## config.mk

```make
export PLATFORM = sky130hd
export DESIGN_NAME = even_clk_div
export DESIGN_NICKNAME = d
export VERILOG_FILES = /design/src/rtl/clkdiv_pkg.sv /design/src/rtl/div_ratio_reg.sv /design/src/rtl/div_phase_cnt.sv /design/src/rtl/div_out_flop.sv /design/src/rtl/even_clk_div.sv
export SDC_FILE = /design/constraint.sdc
export NUM_CORES = 1
export LEC_CHECK = 0
export BUFFER_PORTS_ARGS = -buffer_cell sky130_fd_sc_hd__buf_2
export CAP_MARGIN = 20
export CORE_AREA = 2 2 39 41
export DETAILED_ROUTE_END_ITERATION = 8
export DIE_AREA = 0 0 41 43
export HOLD_SLACK_MARGIN = 0.12
export PLACE_DENSITY_LB_ADDON = 0.12
export SLEW_MARGIN = 20
export SYNTH_ARGS = -nofsm -noshare
export SYNTH_HDL_FRONTEND = slang
export SYNTH_SLANG_ARGS = --single-unit
```

## constraint.sdc

```tcl
create_clock -name clk_i -period 1.39 [get_ports clk_i]
set_input_delay 0.139 -clock clk_i [delete_from_list [all_inputs] [get_ports clk_i]]
set_output_delay 0.139 -clock clk_i [all_outputs]
set_load 0.01 [all_outputs]
```

## src/rtl/clkdiv_pkg.sv

```systemverilog
package clkdiv_pkg;

  // Per-cycle control events decoded from the divider state
  typedef struct packed {
    logic clr_low;  // clear request seen while the output rests low
    logic wrap;     // half-period counter reached its limit
    logic fall;     // output is about to go high-to-low
  } div_evt_t;

endpackage

```

## src/rtl/div_ratio_reg.sv

```systemverilog
module div_ratio_reg #(
  parameter int SEL_W = 3
) (
  input  logic             clk_i,
  input  logic             rst_ni,
  input  logic             load_en_i,
  input  logic [SEL_W-1:0] sel_i,
  output logic [SEL_W-1:0] ratio_o
);

  logic [SEL_W-1:0] ratio_d;
  logic [SEL_W-1:0] ratio_q;

  always_comb begin
    ratio_d = ratio_q;
    if (load_en_i) begin
      ratio_d = sel_i;
    end
  end

  always_ff @(posedge clk_i or negedge rst_ni) begin
    if (!rst_ni) begin
      ratio_q <= '0;
    end else begin
      ratio_q <= ratio_d;
    end
  end

  assign ratio_o = ratio_q;

endmodule

```

## src/rtl/div_phase_cnt.sv

```systemverilog
module div_phase_cnt #(
  parameter int SEL_W = 3
) (
  input  logic             clk_i,
  input  logic             rst_ni,
  input  logic             clr_en_i,
  input  logic [SEL_W-1:0] limit_i,
  output logic [SEL_W-1:0] cnt_o,
  output logic             wrap_o
);

  localparam logic [SEL_W-1:0] CntOne = SEL_W'(1);

  logic [SEL_W-1:0] cnt_d;
  logic [SEL_W-1:0] cnt_q;
  logic             at_limit;

  assign at_limit = (cnt_q == limit_i);

  always_comb begin
    cnt_d = cnt_q + CntOne;
    if (clr_en_i || at_limit) begin
      cnt_d = '0;
    end
  end

  always_ff @(posedge clk_i or negedge rst_ni) begin
    if (!rst_ni) begin
      cnt_q <= '0;
    end else begin
      cnt_q <= cnt_d;
    end
  end

  assign cnt_o  = cnt_q;
  assign wrap_o = at_limit;

endmodule

```

## src/rtl/div_out_flop.sv

```systemverilog
module div_out_flop
  import clkdiv_pkg::*;
(
  input  logic     clk_i,
  input  logic     rst_ni,
  input  div_evt_t evt_i,
  output logic     q_o
);

  logic q_d;
  logic q_q;

  always_comb begin
    q_d = q_q;
    if (evt_i.clr_low) begin
      q_d = 1'b0;
    end else if (evt_i.wrap) begin
      q_d = ~q_q;
    end
  end

  always_ff @(posedge clk_i or negedge rst_ni) begin
    if (!rst_ni) begin
      q_q <= 1'b0;
    end else begin
      q_q <= q_d;
    end
  end

  assign q_o = q_q;

endmodule

```

## src/rtl/even_clk_div.sv

```systemverilog
module even_clk_div
  import clkdiv_pkg::*;
#(
  parameter int SEL_W = 3
) (
  input  logic             clk_i,
  input  logic             rst_ni,
  input  logic             sync_clr_i,
  input  logic [SEL_W-1:0] ratio_sel_i,
  output logic             clk_o
);

  logic [SEL_W-1:0] ratio_q;
  logic [SEL_W-1:0] cnt_q;
  logic             wrap;
  logic             out_q;
  div_evt_t         evt;

  // Event decode: clear acts at once only while resting low; a high
  // phase always runs to its limit first.
  always_comb begin
    evt.clr_low = sync_clr_i & ~out_q;
    evt.wrap    = wrap;
    evt.fall    = wrap & out_q;
  end

  div_ratio_reg #(.SEL_W(SEL_W)) u_ratio (
    .clk_i    (clk_i),
    .rst_ni   (rst_ni),
    .load_en_i(evt.fall | evt.clr_low),
    .sel_i    (ratio_sel_i),
    .ratio_o  (ratio_q)
  );

  div_phase_cnt #(.SEL_W(SEL_W)) u_cnt (
    .clk_i   (clk_i),
    .rst_ni  (rst_ni),
    .clr_en_i(evt.clr_low),
    .limit_i (ratio_q),
    .cnt_o   (cnt_q),
    .wrap_o  (wrap)
  );

  div_out_flop u_out (
    .clk_i (clk_i),
    .rst_ni(rst_ni),
    .evt_i (evt),
    .q_o   (out_q)
  );

  assign clk_o = out_q;

endmodule

```

==> results of run 1 <==
[layout by cell type, fill, tap and decap left out, types with 2 or more instances in the layout]
cell / synthesis / layout
mux2_1: 3 / 3
xnor2_2: 3 / 3
dfrtp_1: 7 / 7
clkbuf_4: 0 / 3
buf_4: 0 / 2
a211oi_1: 2 / 2
dlygate4sd3_1: 0 / 3
buf_2: 0 / 6
nor2_1: 2 / 2
nand2_1: 3 / 3
[tightest hold or removal path, delay by kind of cell]
| family | cells | cell delay (ps) |
|---|---|---|
| AO/OA/AOI/OAI | 2 | 170 |
| buffers and inverters | 1 | 100 |
| AND/OR/NAND/NOR | 1 | 50 |
[per-layer routing]
layer / vias up / track usage [%] / share of wire (%)
met5: - / 0 / 0
met4: 0 / 10.0 / 0
met3: 0 / 4.71 / 4.9
met1: 142 / 14.5 / 44
li1: 144 / - / -
met2: 5 / 16.6 / 51
[final cells by class]
cell class | count | share of cell area, %
well taps | 16 | 3.92
clock buffers | 4 | 5.15
flip-flops and latches | 7 | 34.3
multi-input cells | 24 | 41.9
repair buffers | 11 | 14.7
[logic make-up (layout without fill, tap and decap cells)]
| kind of cell | after synthesis | after routing | synth area share [%] |
|---|---|---|---|
| and+or+nand+nor | 9 | 9 | 11.9 |
| adders and majority gates | 1 | 1 | 3.21 |
| xor gates and xnor gates | 4 | 4 | 14.8 |
| muxes | 4 | 4 | 11.3 |
| buffers and inverters | 0 | 15 | 0 |
| DFF | 7 | 7 | 45.0 |
| AOI/OAI and AO/OA | 6 | 6 | 13.8 |
[flip-flops by register name, summed over array words and instances, names as in the netlist]
register	flops
u_ratio.ratio_o	3
u_cnt.cnt_o	3
u_out.q_o	1
[stage by stage]
| step | utilization [%] | power [mW] | instance area, um2 | setup slack, ps |
|---|---|---|---|---|
| 6_report | 36.9 | 1.18 | 510 | 76.3 |
| 5_1_grt | 36.9 | 1.27 | 510 | 11.2 |
| 3_5_place_dp | 32.8 | 0.992 | 454 | 75.5 |
| 2_1_floorplan | - | 0.827 | 389 | 49.5 |
| 4_1_cts | 36.9 | 1.20 | 510 | 66.8 |
| 3_3_place_gp | 32.8 | 0.977 | 454 | 101 |
[worst min path at each step]
stage	from	end	slack, ps	depth (start not counted)
after floorplan	rst_ni	u_cnt.cnt_o[0]	-160	0
after global placement	rst_ni	u_cnt.cnt_o[2]	-20	1
after detailed placement	rst_ni	u_cnt.cnt_o[0]	-9	1
after CTS	ratio_sel_i[1]	u_ratio.ratio_o[1]	230	4
after global routing	ratio_sel_i[1]	u_ratio.ratio_o[1]	250	4
final	ratio_sel_i[1]	u_ratio.ratio_o[1]	240	4
[power by group]
part	total [mW]	switching, mW	internal [mW]
registers	0.403	0.101	0.302
logic	0.583	0.275	0.308
clock network	0.189	0.0792	0.110
total	1.18	0.455	0.720
==> metrics.txt, run 1 <==
R2R setup slack 80 ps; layout cell share with drive strength beyond 1 32.6%; CTS clk-pin slew, worst paths 50 ps; mapped cell area 389 um2; most common cell in the synthesized netlist dfrtp_1; status finished, final reports clean; R2R Path Start u_ratio.ratio_o[1]; DRT antenna net count 0; Total GRT Usage 12.2%; Worst EP arrival 1450 ps; r2r endpoint u_ratio.ratio_o[2]; area of the multi-input gates 214 um2; Syn. warnings 0; setup tns final 0 ps; final non-filler cell total 62; Slew @ Worst Pin 240 ps; Post-Place Cells 55; CTS buffer count 3; postcts setup bufs 0; Fin Clk Skew 2.22 ps; leakage power 0.234 nW; Yosys reg bits 7; CTS Sinks 7; I/O Pins 7; register area 175 um2; Post-synth EDFFs 0; maximum net fanout on the critical path 4; Critical Path Start u_ratio.ratio_o[1]; Remaining DRCs 0; Syn-to-layout area delta 31.2%; vias per std cell 4.69; most frequent cells after synthesis dfrtp_1 (7), mux2_1 (3), nand2_1 (3), xnor2_2 (3); ys async rst share 100%; DIE HEIGHT 43 um; PortBufs 6; slowest CP cell dfrtp_1; crit path cell chain xnor2_2 > a41oi_2 > mux2_1; Die X 41 um; post_cts resized 0; delay-heaviest family, CP flip-flops; critical path depth in cells 3; startpoint types register; Final period util 94.5%; worst path required time 1530 ps; slew margin rel. 83.9%; achievable frequency 761 MHz; clock tree buffer depth 2; area leader, netlist dfrtp_1; largest net degree at the start of global routing 8; Starting Density 28.1%; CP bufs+invs 0; Detailed Route WL 758 um; share of the synthesized area in the top cell type 45.0%; main area contributors after synthesis dfrtp_1 (45%), xnor2_2 (13%), mux2_1 (8.7%); Net Count, Synth 38; worst hold margin 244 ps; vias in the first global route 298; Clk Latency, worst-skew pair 250 ps; area of the die 0.00176 mm2; CTS Hold Buffers Added 3; cell row count 14; Post-Syn Instances 31; Mean Syn Cell Area 12.6 um2; Yosys cell types 17; Reg2Reg Depth 3; worst setup path endpoint u_ratio.ratio_o[2]; DP HPWL 610 um; post-layout min period 1310 ps; Routed WL per cell 12.2 um; max_cap viols 0; global-route wire length before repair 1310 um; top_reg_cell synth dfrtp_1; DR pass1 iterations 4; Hold Vio Cnt, Final 0; core area 0.00138 mm2; worst hold-check path type input port to register; endpoint type of the worst setup path register; Clk Tree Root Cell clkbuf_4; setup violators final 0; Fillers 139; count of final max-slew check failures 0; routability cong. 0.700; ant diodes 0; DR iter-0 viols 6; vias 291; H-tree depth 1; critical path type register to register; nets@finish 54; sequential element share of the synthesized area 45.0%; unrepaired setup endpoints after global routing false; largest stage delay on the critical path 430 ps; peak supply drop 0.795 mV; gr ovfl total 0; TritonCTS clock tree yes; pwr/cell area 2300 mW/mm2; initial antenna violation count 0
(Power assumes the default switching activity.)
==> run 2, diff against run 1 <==
CORE_AREA = 3 3 40 42   (was 2 2 39 41)
DIE_AREA = 0 0 43 45   (was 0 0 41 43)
==> run 2 against run 1 <==
Net effect:
- non-clock buffer count did not move
- wire length fell by 0.26%
- register-to-register slack barely moved
- via count rose by 2.7%
- power rose by 0.69%
- cell area fell by 0.25%
- final cell count fell by 1.6%
- critical path depth did not move
- maximum frequency rose by 0.12%
- first-iteration DRC count fell by 50%
- critical path type unchanged
- critical endpoint unchanged
- largest power group unchanged
==> metrics.txt, run 2 (synthesis results as in run 1) <==
Worst EP arrival 1450 ps (about the same); Fin Clk Skew 1.12 ps (-1.11 ps); vias 299 (+2.7%); DIE HEIGHT 45 um (+4.7%); Die X 43 um (+4.9%); final non-filler cell total 61 (-1.6%); final worst slack 77.9 ps (+1.62 ps); nets@finish 54 (unchanged); Clk Tree Root Cell clkbuf_4; Remaining DRCs 0 (unchanged); endpoint type of the worst setup path register; I/O Pins 7 (unchanged); setup tns final 0 ps (unchanged); max_cap viols 0 (unchanged); slowest CP cell dfrtp_1; total chip power 1.18 mW (+0.69%); slew margin rel. 85.2% (+1.3 points); CTS buffer count 3 (unchanged); highest-count cells in the layout ignoring fill and taps dfrtp_1 (7), buf_2 (6); routing usage on met3 2.79% (-1.9 points); status finished, final reports clean; dpl ws 71.6 ps (-3.90 ps); Total GRT Usage 9.34% (-2.9 points); CTS Sinks 7 (unchanged); Hold Vio Cnt, Final 0 (unchanged); Starting Density 30.3% (+2.2 points); crit path cell chain xnor2_2 > a41oi_2 > mux2_1; Reg2Reg Depth 3 (unchanged); PortBufs 6 (unchanged); unrepaired setup endpoints after global routing false; pwr/cell area 2320 mW/mm2 (+0.93%); DR pass1 iterations 2 (-2); global route hottest layer met2; layout cell share with drive strength beyond 1 32.6% (unchanged); post_cts resized 0 (unchanged); DP HPWL 562 um (-7.9%); routability cong. 0.704 (+0.63%); initial antenna violation count 0 (unchanged); largest net degree at the start of global routing 8 (unchanged); vias per std cell 4.90 (+4.4%); Routed WL per cell 12.4 um (+1.4%); global-route wire length before repair 1230 um (-6.3%); startpoint types register; vias in the first global route 291 (-2.3%); critical path type register to register; M1 GR Usage 10.9% (-3.5 points); Syn-to-layout area delta 30.9%; worst path required time 1520 ps (about the same); maximum net fanout on the critical path 4 (unchanged); leakage power 0.234 nW (+0.22%); commonest non-fill, non-tap cell in the layout dfrtp_1; peak supply drop 0.902 mV (+14%); GRT met2 Usage 13.5% (-3.1 points); Detailed Route WL 756 um (-0.26%); Post-Place Cells 53 (-3.6%); ant diodes 0 (unchanged); worst hold margin 236 ps (-8.04 ps); core area 0.00128 mm2 (-7.1%); post-layout min period 1310 ps (-1.62 ps); count of final max-slew check failures 0 (unchanged); CTS clk-pin slew, worst paths 50 ps (about the same); DR iter-0 viols 3 (-3); worst hold-check path type input port to register; H-tree depth 1 (unchanged); DRT antenna net count 0 (unchanged); Slew @ Worst Pin 221 ps (-19.2 ps); TritonCTS clock tree yes; largest stage delay on the critical path 430 ps (about the same); achievable frequency 762 MHz (+0.12%); Fillers 120 (-14%); gr ovfl total 0 (unchanged); cell row count 13 (-1); Clk Latency, worst-skew pair 250 ps (about the same); Final period util 94.4% (-0.12 points); setup violators final 0 (unchanged); clock tree buffer depth 2 (unchanged); Hold Crit Depth 4 (unchanged); area of the die 0.00194 mm2 (+9.8%)
-- run 2: cell counts in the layout (fill, tap and decap cells not counted) --
Identical to the previous run, type by type.
-- run 2: per-layer routing --
layer  up-vias  wire (um)
met2         5        390
li1        147          -
met4         0          0
met3         0         34
met5         -          0
met1       147        332
-- run 2: final timing paths --
check                                      to  slack (ps)                from
setup / recovery           u_ratio.ratio_o[2]          80  u_ratio.ratio_o[1]
hold / removal             u_ratio.ratio_o[1]         240      ratio_sel_i[1]
max in group asynchronous  u_ratio.ratio_o[2]         990              rst_ni
hold reg to reg                u_cnt.cnt_o[0]         540      u_cnt.cnt_o[0]
min in group asynchronous  u_ratio.ratio_o[1]         250              rst_ni
setup reg to reg           u_ratio.ratio_o[2]          80  u_ratio.ratio_o[1]
-- run 2: cell type report --
cell class | instances | area, um2 | share of cell area [%]
Multi-Input combinational cell | 24 | 214 | 42.0
Clock buffer | 4 | 26.3 | 5.16
Tap cell | 15 | 18.8 | 3.69
Sequential cell | 7 | 175 | 34.4
Timing Repair Buffer | 11 | 75.1 | 14.7
-- run 2: repair_timing --
item / in CTS / in global routing
hold endpoints to repair: 9 / 0
setup buffers: 0 / 1
setup endpoints to repair: 0 / 3
hold buffers: 3 / 0
-- run 2: through the flow --
step           cell area, um2  utilization, %
6_report                  509            39.6
5_1_grt                   509            39.6
4_1_cts                   502            39.0
3_5_place_dp              445            34.7
3_3_place_gp              445            34.7
2_1_floorplan             389               -
-- run 2: worst max-delay path, delay by kind of cell (launching register included) --
kind	cells	cell delay [ps]
compound gates	1	240
xor+xnor	1	180
flops	1	430
mux	1	340
-- run 2: report_power, final --
part / switching, mW / internal, mW / total (mW) / leakage [nW]
Clock: 0.0794 / 0.110 / 0.189 / 0.0150
Sequential: 0.110 / 0.302 / 0.412 / 0.0843
Combinational: 0.266 / 0.316 / 0.582 / 0.135
Total: 0.455 / 0.728 / 1.18 / 0.234
